## src/rtl/awr_pkg.sv

```systemverilog
package awr_pkg;
  typedef enum logic {
    DEST_IC  = 1'b0,
    DEST_MEM = 1'b1
  } dest_e;
endpackage

```

## src/rtl/awr_window_regs.sv

```systemverilog
module awr_window_regs #(
  parameter int unsigned PAGE_W = 12
) (
  input  logic              clk_i,
  input  logic              rst_ni,
  input  logic              wr_en_i,
  input  logic              wr_sel_i,
  input  logic [PAGE_W-1:0] wr_value_i,
  output logic [PAGE_W-1:0] lo_o,
  output logic [PAGE_W-1:0] hi_o
);
  logic [PAGE_W-1:0] lo_q, lo_n, hi_q, hi_n;

  always_comb begin
    lo_n = lo_q;
    hi_n = hi_q;
    if (wr_en_i) begin
      if (wr_sel_i) hi_n = wr_value_i;
      else          lo_n = wr_value_i;
    end
  end

  always_ff @(posedge clk_i or negedge rst_ni) begin
    if (!rst_ni) begin
      lo_q <= '0;
      hi_q <= '0;
    end else if (wr_en_i) begin
      lo_q <= lo_n;
      hi_q <= hi_n;
    end
  end

  assign lo_o = lo_q;
  assign hi_o = hi_q;
endmodule

```

## src/rtl/awr_page_match.sv

```systemverilog
module awr_page_match #(
  parameter int unsigned PAGE_W = 12
) (
  input  logic [PAGE_W-1:0] page_i,
  input  logic [PAGE_W-1:0] lo_i,
  input  logic [PAGE_W-1:0] hi_i,
  output logic              hit_o
);
  logic above_lo, below_hi;

  always_comb begin
    above_lo = (page_i >= lo_i);
    below_hi = (page_i <  hi_i);
    hit_o    = above_lo && below_hi;
  end
endmodule

```

## src/rtl/awr_order_fifo.sv

```systemverilog
module awr_order_fifo
  import awr_pkg::*;
#(
  parameter int unsigned DEPTH = 4
) (
  input  logic  clk_i,
  input  logic  rst_ni,
  input  logic  push_i,
  input  dest_e push_dest_i,
  input  logic  pop_i,
  output dest_e head_o,
  output logic  empty_o,
  output logic  full_o
);
  localparam int unsigned PTR_W = (DEPTH > 1) ? $clog2(DEPTH) : 1;
  localparam int unsigned CNT_W = $clog2(DEPTH + 1);
  localparam logic [PTR_W-1:0] LAST = PTR_W'(DEPTH - 1);

  dest_e              slot_q [DEPTH];
  logic [PTR_W-1:0]   wr_q, wr_n, rd_q, rd_n;
  logic [CNT_W-1:0]   cnt_q, cnt_n;

  always_comb begin
    wr_n  = wr_q;
    rd_n  = rd_q;
    cnt_n = cnt_q;
    if (push_i) wr_n = (wr_q == LAST) ? '0 : wr_q + 1'b1;
    if (pop_i)  rd_n = (rd_q == LAST) ? '0 : rd_q + 1'b1;
    case ({push_i, pop_i})
      2'b10:   cnt_n = cnt_q + 1'b1;
      2'b01:   cnt_n = cnt_q - 1'b1;
      default: cnt_n = cnt_q;
    endcase
  end

  always_ff @(posedge clk_i or negedge rst_ni) begin
    if (!rst_ni) begin
      wr_q  <= '0;
      rd_q  <= '0;
      cnt_q <= '0;
    end else begin
      wr_q  <= wr_n;
      rd_q  <= rd_n;
      cnt_q <= cnt_n;
    end
  end

  always_ff @(posedge clk_i) begin
    if (push_i) slot_q[wr_q] <= push_dest_i;
  end

  assign head_o  = slot_q[rd_q];
  assign empty_o = (cnt_q == '0);
  assign full_o  = (cnt_q == CNT_W'(DEPTH));

  AST_NO_OVERFLOW: assert property (@(posedge clk_i) disable iff (!rst_ni)
    push_i |-> !full_o);
  AST_NO_UNDERFLOW: assert property (@(posedge clk_i) disable iff (!rst_ni)
    pop_i |-> !empty_o);
endmodule

```

## src/rtl/addr_window_router.sv

```systemverilog
module addr_window_router
  import awr_pkg::*;
#(
  parameter int unsigned ADDR_W      = 32,
  parameter int unsigned DATA_W      = 32,
  parameter int unsigned PAGE_LSB    = 20,
  parameter int unsigned OUTSTANDING = 4
) (
  input  logic                         clk_i,
  input  logic                         rst_ni,
  input  logic                         up_valid_i,
  output logic                         up_ready_o,
  input  logic [ADDR_W-1:0]            up_addr_i,
  input  logic                         up_we_i,
  input  logic [DATA_W-1:0]            up_wdata_i,
  output logic                         up_rsp_valid_o,
  input  logic                         up_rsp_ready_i,
  output logic [DATA_W-1:0]            up_rsp_rdata_o,
  input  logic                         cfg_wr_valid_i,
  output logic                         cfg_wr_ready_o,
  input  logic                         cfg_wr_sel_i,
  input  logic [ADDR_W-PAGE_LSB-1:0]   cfg_wr_value_i,
  output logic                         ic_req_valid_o,
  input  logic                         ic_req_ready_i,
  output logic [ADDR_W-1:0]            ic_req_addr_o,
  output logic                         ic_req_we_o,
  output logic [DATA_W-1:0]            ic_req_wdata_o,
  input  logic                         ic_rsp_valid_i,
  output logic                         ic_rsp_ready_o,
  input  logic [DATA_W-1:0]            ic_rsp_rdata_i,
  output logic                         mem_req_valid_o,
  input  logic                         mem_req_ready_i,
  output logic [ADDR_W-1:0]            mem_req_addr_o,
  output logic                         mem_req_we_o,
  output logic [DATA_W-1:0]            mem_req_wdata_o,
  input  logic                         mem_rsp_valid_i,
  output logic                         mem_rsp_ready_o,
  input  logic [DATA_W-1:0]            mem_rsp_rdata_i
);
  localparam int unsigned PAGE_W = ADDR_W - PAGE_LSB;

  // reset: asserted asynchronously, released on a clock edge
  logic [1:0] rst_pipe_q;
  logic       rst_n;

  always_ff @(posedge clk_i or negedge rst_ni) begin
    if (!rst_ni) rst_pipe_q <= '0;
    else         rst_pipe_q <= {rst_pipe_q[0], 1'b1};
  end
  assign rst_n = rst_pipe_q[1];

  logic [PAGE_W-1:0] page, win_lo, win_hi;
  logic              hit, cfg_fire;
  dest_e             req_dest, head_dest;
  logic              fifo_empty, fifo_full, push, pop;
  logic              dest_ready, req_open;

  assign page     = up_addr_i[ADDR_W-1:PAGE_LSB];
  assign cfg_fire = cfg_wr_valid_i && cfg_wr_ready_o;

  awr_window_regs #(.PAGE_W(PAGE_W)) u_regs (
    .clk_i      (clk_i),
    .rst_ni     (rst_n),
    .wr_en_i    (cfg_fire),
    .wr_sel_i   (cfg_wr_sel_i),
    .wr_value_i (cfg_wr_value_i),
    .lo_o       (win_lo),
    .hi_o       (win_hi)
  );

  awr_page_match #(.PAGE_W(PAGE_W)) u_match (
    .page_i (page),
    .lo_i   (win_lo),
    .hi_i   (win_hi),
    .hit_o  (hit)
  );

  awr_order_fifo #(.DEPTH(OUTSTANDING)) u_order (
    .clk_i       (clk_i),
    .rst_ni      (rst_n),
    .push_i      (push),
    .push_dest_i (req_dest),
    .pop_i       (pop),
    .head_o      (head_dest),
    .empty_o     (fifo_empty),
    .full_o      (fifo_full)
  );

  // request side
  always_comb begin
    req_dest        = hit ? DEST_MEM : DEST_IC;
    dest_ready      = (req_dest == DEST_MEM) ? mem_req_ready_i : ic_req_ready_i;
    req_open        = up_valid_i && !fifo_full && !cfg_wr_valid_i;
    ic_req_valid_o  = req_open && (req_dest == DEST_IC);
    mem_req_valid_o = req_open && (req_dest == DEST_MEM);
    up_ready_o      = !fifo_full && !cfg_wr_valid_i && dest_ready;
    push            = up_valid_i && up_ready_o;
  end

  assign ic_req_addr_o   = up_addr_i;
  assign ic_req_we_o     = up_we_i;
  assign ic_req_wdata_o  = up_wdata_i;
  assign mem_req_addr_o  = up_addr_i;
  assign mem_req_we_o    = up_we_i;
  assign mem_req_wdata_o = up_wdata_i;

  // bound writes wait for an idle path
  assign cfg_wr_ready_o = fifo_empty;

  // response side
  always_comb begin
    up_rsp_valid_o  = !fifo_empty &&
                      ((head_dest == DEST_MEM) ? mem_rsp_valid_i : ic_rsp_valid_i);
    up_rsp_rdata_o  = (head_dest == DEST_MEM) ? mem_rsp_rdata_i : ic_rsp_rdata_i;
    ic_rsp_ready_o  = !fifo_empty && (head_dest == DEST_IC)  && up_rsp_ready_i;
    mem_rsp_ready_o = !fifo_empty && (head_dest == DEST_MEM) && up_rsp_ready_i;
    pop             = up_rsp_valid_o && up_rsp_ready_i;
  end

  AST_MEM_NEEDS_WINDOW: assert property (@(posedge clk_i) disable iff (!rst_n)
    mem_req_valid_o |-> (win_lo < win_hi));
  AST_HIGH_EXCLUDED: assert property (@(posedge clk_i) disable iff (!rst_n)
    mem_req_valid_o |-> (page != win_hi));
  AST_WINDOW_FROZEN_BUSY: assert property (@(posedge clk_i) disable iff (!rst_n)
    !fifo_empty |=> ($stable(win_lo) && $stable(win_hi)));
  AST_ONE_RSP_READY: assert property (@(posedge clk_i) disable iff (!rst_n)
    $onehot0({ic_rsp_ready_o, mem_rsp_ready_o}));
endmodule

```

## config.mk

```make
export PLATFORM = sky130hd
export DESIGN_NAME = addr_window_router
export DESIGN_NICKNAME = d
export VERILOG_FILES = /design/src/rtl/awr_pkg.sv /design/src/rtl/awr_window_regs.sv /design/src/rtl/awr_page_match.sv /design/src/rtl/awr_order_fifo.sv /design/src/rtl/addr_window_router.sv
export SDC_FILE = /design/constraint.sdc
export NUM_CORES = 1
export LEC_CHECK = 0
export ABC_AREA = 0
export BUFFER_PORTS_ARGS = -buffer_cell sky130_fd_sc_hd__buf_2
export CAP_MARGIN = 15
export CORE_AREA = 2 2 123 125
export DETAILED_ROUTE_END_ITERATION = 10
export DIE_AREA = 0 0 125 127
export GPL_ROUTABILITY_DRIVEN = 0
export GPL_TIMING_DRIVEN = 0
export MAX_ROUTING_LAYER = met4
export PLACE_DENSITY_LB_ADDON = 0.08
export SYNTH_ARGS = -nofsm -noshare
export SYNTH_HDL_FRONTEND = slang
export SYNTH_SLANG_ARGS = --single-unit
```

## constraint.sdc

```tcl
create_clock -name clk_i -period 2.7 [get_ports clk_i]
set_clock_uncertainty 0.2 [all_clocks]
set_input_delay 0.54 -clock clk_i [delete_from_list [all_inputs] [get_ports clk_i]]
set_output_delay 0.54 -clock clk_i [all_outputs]
set_load 0.02 [all_outputs]
```

==> key figures <==
Global route
  • Met2 usage in global routing: 27.2%
  • Global-route wire length before repair: 19,300 um
  • Initial antenna violation count: 2
  • GR Overflow Total: 0
  • Largest net degree at the start of global routing: 17
  • Vias in the first global route: 3,342
  • Gr usage total: 16.2%
  • Met3 Use GR: 5.65%
  • GR peak layer: met2
  • Met1 usage: 19.1%

Worst hold path
  • Hold/Removal Path Class: flop to asynchronous set/reset pin

Drt
  • First-pass iteration count of the detailed router: 4
  • ANT nets after route: 0
  • Final WL: 13,500 um
  • Via count: 3,363
  • Vias per cell: 3.98
  • DRC violations left: 0
  • Routed wire per std cell: 16.0 um
  • DRT iter0 DRCs: 50

Layout
  • Synth-to-Final Area Change: 68.2%
  • Final Cell Area: 5900 sq um
  • Commonest non-fill, non-tap cell in the layout: buf_2
  • Multi-input gate area: 1630 sq um
  • Fill cells: 1,471
  • Most frequent cells in the layout: buf_2, buf_4, buf_6
  • Register area: 946 sq um
  • Layout cell share with drive strength beyond 1: 75.7%
  • NumNets Final: 838

Floorplan
  • Die H: 127 um
  • Core Rows: 44
  • Die ar.: 15,900 sq um
  • Die width: 125 um
  • Initial Utilization: 24.3%
  • Io pins: 320
  • Core ar.: 14,400 sq um

Clock tree
  • Clock sinks: 37
  • Clock Tree Buf Depth: 2
  • Root Driver: clkbuf_16
  • # H-tree levels: 2
  • CTS tree: done
  • Later-pin clock latency in the skew report: 0.28 ns
  • Reg clk slew, reported paths: 0.06 ns
  • TritonCTS Buffers: 5

Status
  • Status: finished with violations
  • Failing checks: setup timing

STA
  • Slew margin rel.: 47.6%
  • Fin. Hold Viols: 0
  • Fmax: 0.332 GHz
  • Max-slew violation count: 0
  • Final setup violation count: 41
  • Setup WS post-layout: -0.311 ns
  • Unrepaired setup endpoints after global routing: true
  • Setup TNS: -4.38 ns
  • Crit share post-route: 112%
  • Worst Tran Pin Value: 0.785 ns
  • Tmin final: 3.01 ns

Power
  • Pwr/cell area: 803 nW/um^2
  • Internal power: 0.00291 W
  • Sw frac: 38.6%
  • Power share of the combinational group: 66.0%
  • Seq pwr share: 20.1%
  • NetSw: 0.00183 W
  • Clk pwr share: 13.9%
  • Peak supply drop: 0.313 mV
  • Leakage: 3.20 nW
  • Pwr Total: 0.00474 W

Worst setup path
  • Reg2reg start: u_regs.lo_o[9]$_DFFE_PN0P_
  • Startpoint Class: input pin
  • WS Path Type: input pin to primary output
  • Worst Setup End Kind: primary output
  • WP data required: 1.96 ns
  • Worst setup startpoint: up_addr_i[30]
  • Crit path DAT: 2.27 ns
  • CP Max Fanout: 4

Yosys
  • Area leader, netlist: buf_4
  • Synth Area in Adders: 10.9%
  • Cells taking the most area after synthesis: buf_4, dfrtp_1, mux2_2
  • Post-Syn Area: 3510 sq um
  • Post-synth EDFFs: 4
  • Mux cell area share after synthesis: 17.6%
  • Compound-Gate Fraction of Synth Area: 5.71%
  • Yosys top cell area share: 27.8%
  • Register area share after synthesis: 27.0%
  • XOR/XNOR Fraction of Synth Area: 0.749%
  • Yosys cell types: 37
  • Syn nets: 548
  • Ys async rst share: 89.2%
  • Syn_area_per_cell: 9.56 sq um
  • Synthesized instance count: 367
  • Simple-gate share of the synthesized area: 6.24%
  • Yosys warning count: 0
  • Main synth FF type: dfrtp_1
  • Largest family of logic cells by synthesized area: buffers and inverters
  • Synthesized flop and latch total: 37

Placement
  • Half-perimeter wire length after placement: 11,700 um
  • Area after DPL: 5200 sq um
  • IO Port Bufs: 266

Flow run
  • Max-cap violations: 0
[sequential cells by signal, summed over array words and instances, names as in the netlist]
name            cells
u_regs.hi_o        12
rst_pipe_q          2
u_regs.lo_o        12
u_order.slot_q      4
u_order.cnt_q       3
u_order.rd_q        2
u_order.wr_q        2
[repair_timing]
item,4_1_cts,5_1_grt
setup buffers,11,4
pin swaps,11,8
gates resized for setup,92,29
gates cloned,2,0
setup endpoints to repair,42,55
hold endpoints to repair,2,0
hold buffers,1,0
[logic make-up after synthesis]
group | count (synthesis)
mux | 53
buf+inv | 166
simple gates | 45
flops | 37
other cells | 1
fa+ha+maj | 30
xor+xnor | 3
compound gates | 32
[power by group through the flow]
stage                     Combinational (W)  Sequential, W  Clock [W]
after floorplan                     0.00175       0.000923          0
after global placement              0.00240       0.000955          0
after detailed placement            0.00243       0.000961          0
after CTS                           0.00302       0.000952   0.000684
after global routing                0.00339       0.000985   0.000707
final                               0.00313       0.000955   0.000659
[cells in the mapped netlist, types with 6 or more instances]
cell type	n
ha_1	29
nand2_1	16
mux2_2	47
o21ai_0	16
a21oi_1	6
buf_4	130
nor2_1	10
inv_1	29
dfrtp_1	33
[per-layer routing]
metal	share of wire, %	vias up
li1	-	1663
met1	39	1526
met2	49	164
met3	10	10
met4	0.90	0
met5	0	-
[critical path, stage by stage]
cell and delay, ns:
buf_2 0.14, ha_1 0.30, and4_1 0.24, nand3_1 0.11, nor2_1 0.08, a221oi_4 0.40
buf_4 0.20, nor2b_4 0.14, buf_6 0.12
[final timing paths]
check	cells after the start	slack [ns]	end
hold reg to reg	0	0.13	u_order.wr_q[0]$_DFFE_PN0P_
setup / recovery	9	-0.31	mem_req_valid_o
hold / removal	0	0.13	u_order.wr_q[0]$_DFFE_PN0P_
min in group clk_i	0	0.15	rst_pipe_q[1]$_DFF_PN0_
max in group asynchronous	1	1.62	u_regs.lo_o[2]$_DFFE_PN0P_
setup reg to reg	13	-0.27	u_order.cnt_q[2]$_DFFE_PN0P_
[metrics by stage]
step	hold WS, ns	worst slack, ns	cells	util (%)
3_3_place_gp	0.128	-0.798	817	35.9
4_1_cts	0.154	-0.380	839	40.1
6_report	0.129	-0.311	844	40.9
3_5_place_dp	0.127	-0.861	818	36.1
5_1_grt	0.170	-0.504	844	40.9
2_1_floorplan	0.0444	-0.346	367	-
[layout make-up]
type | instances | share of cell area, %
Sequential cell | 37 | 16.0
Buffer | 136 | 17.5
Inverter | 29 | 1.85
Clock buffer | 5 | 2.12
Multi-Input combinational cell | 164 | 27.7
Antenna cell | 2 | 0.0848
Tap cell | 184 | 3.90
Timing Repair Buffer | 284 | 30.2
Clock inverter | 3 | 0.700
Note: power is estimated with default switching activity, not from simulation.
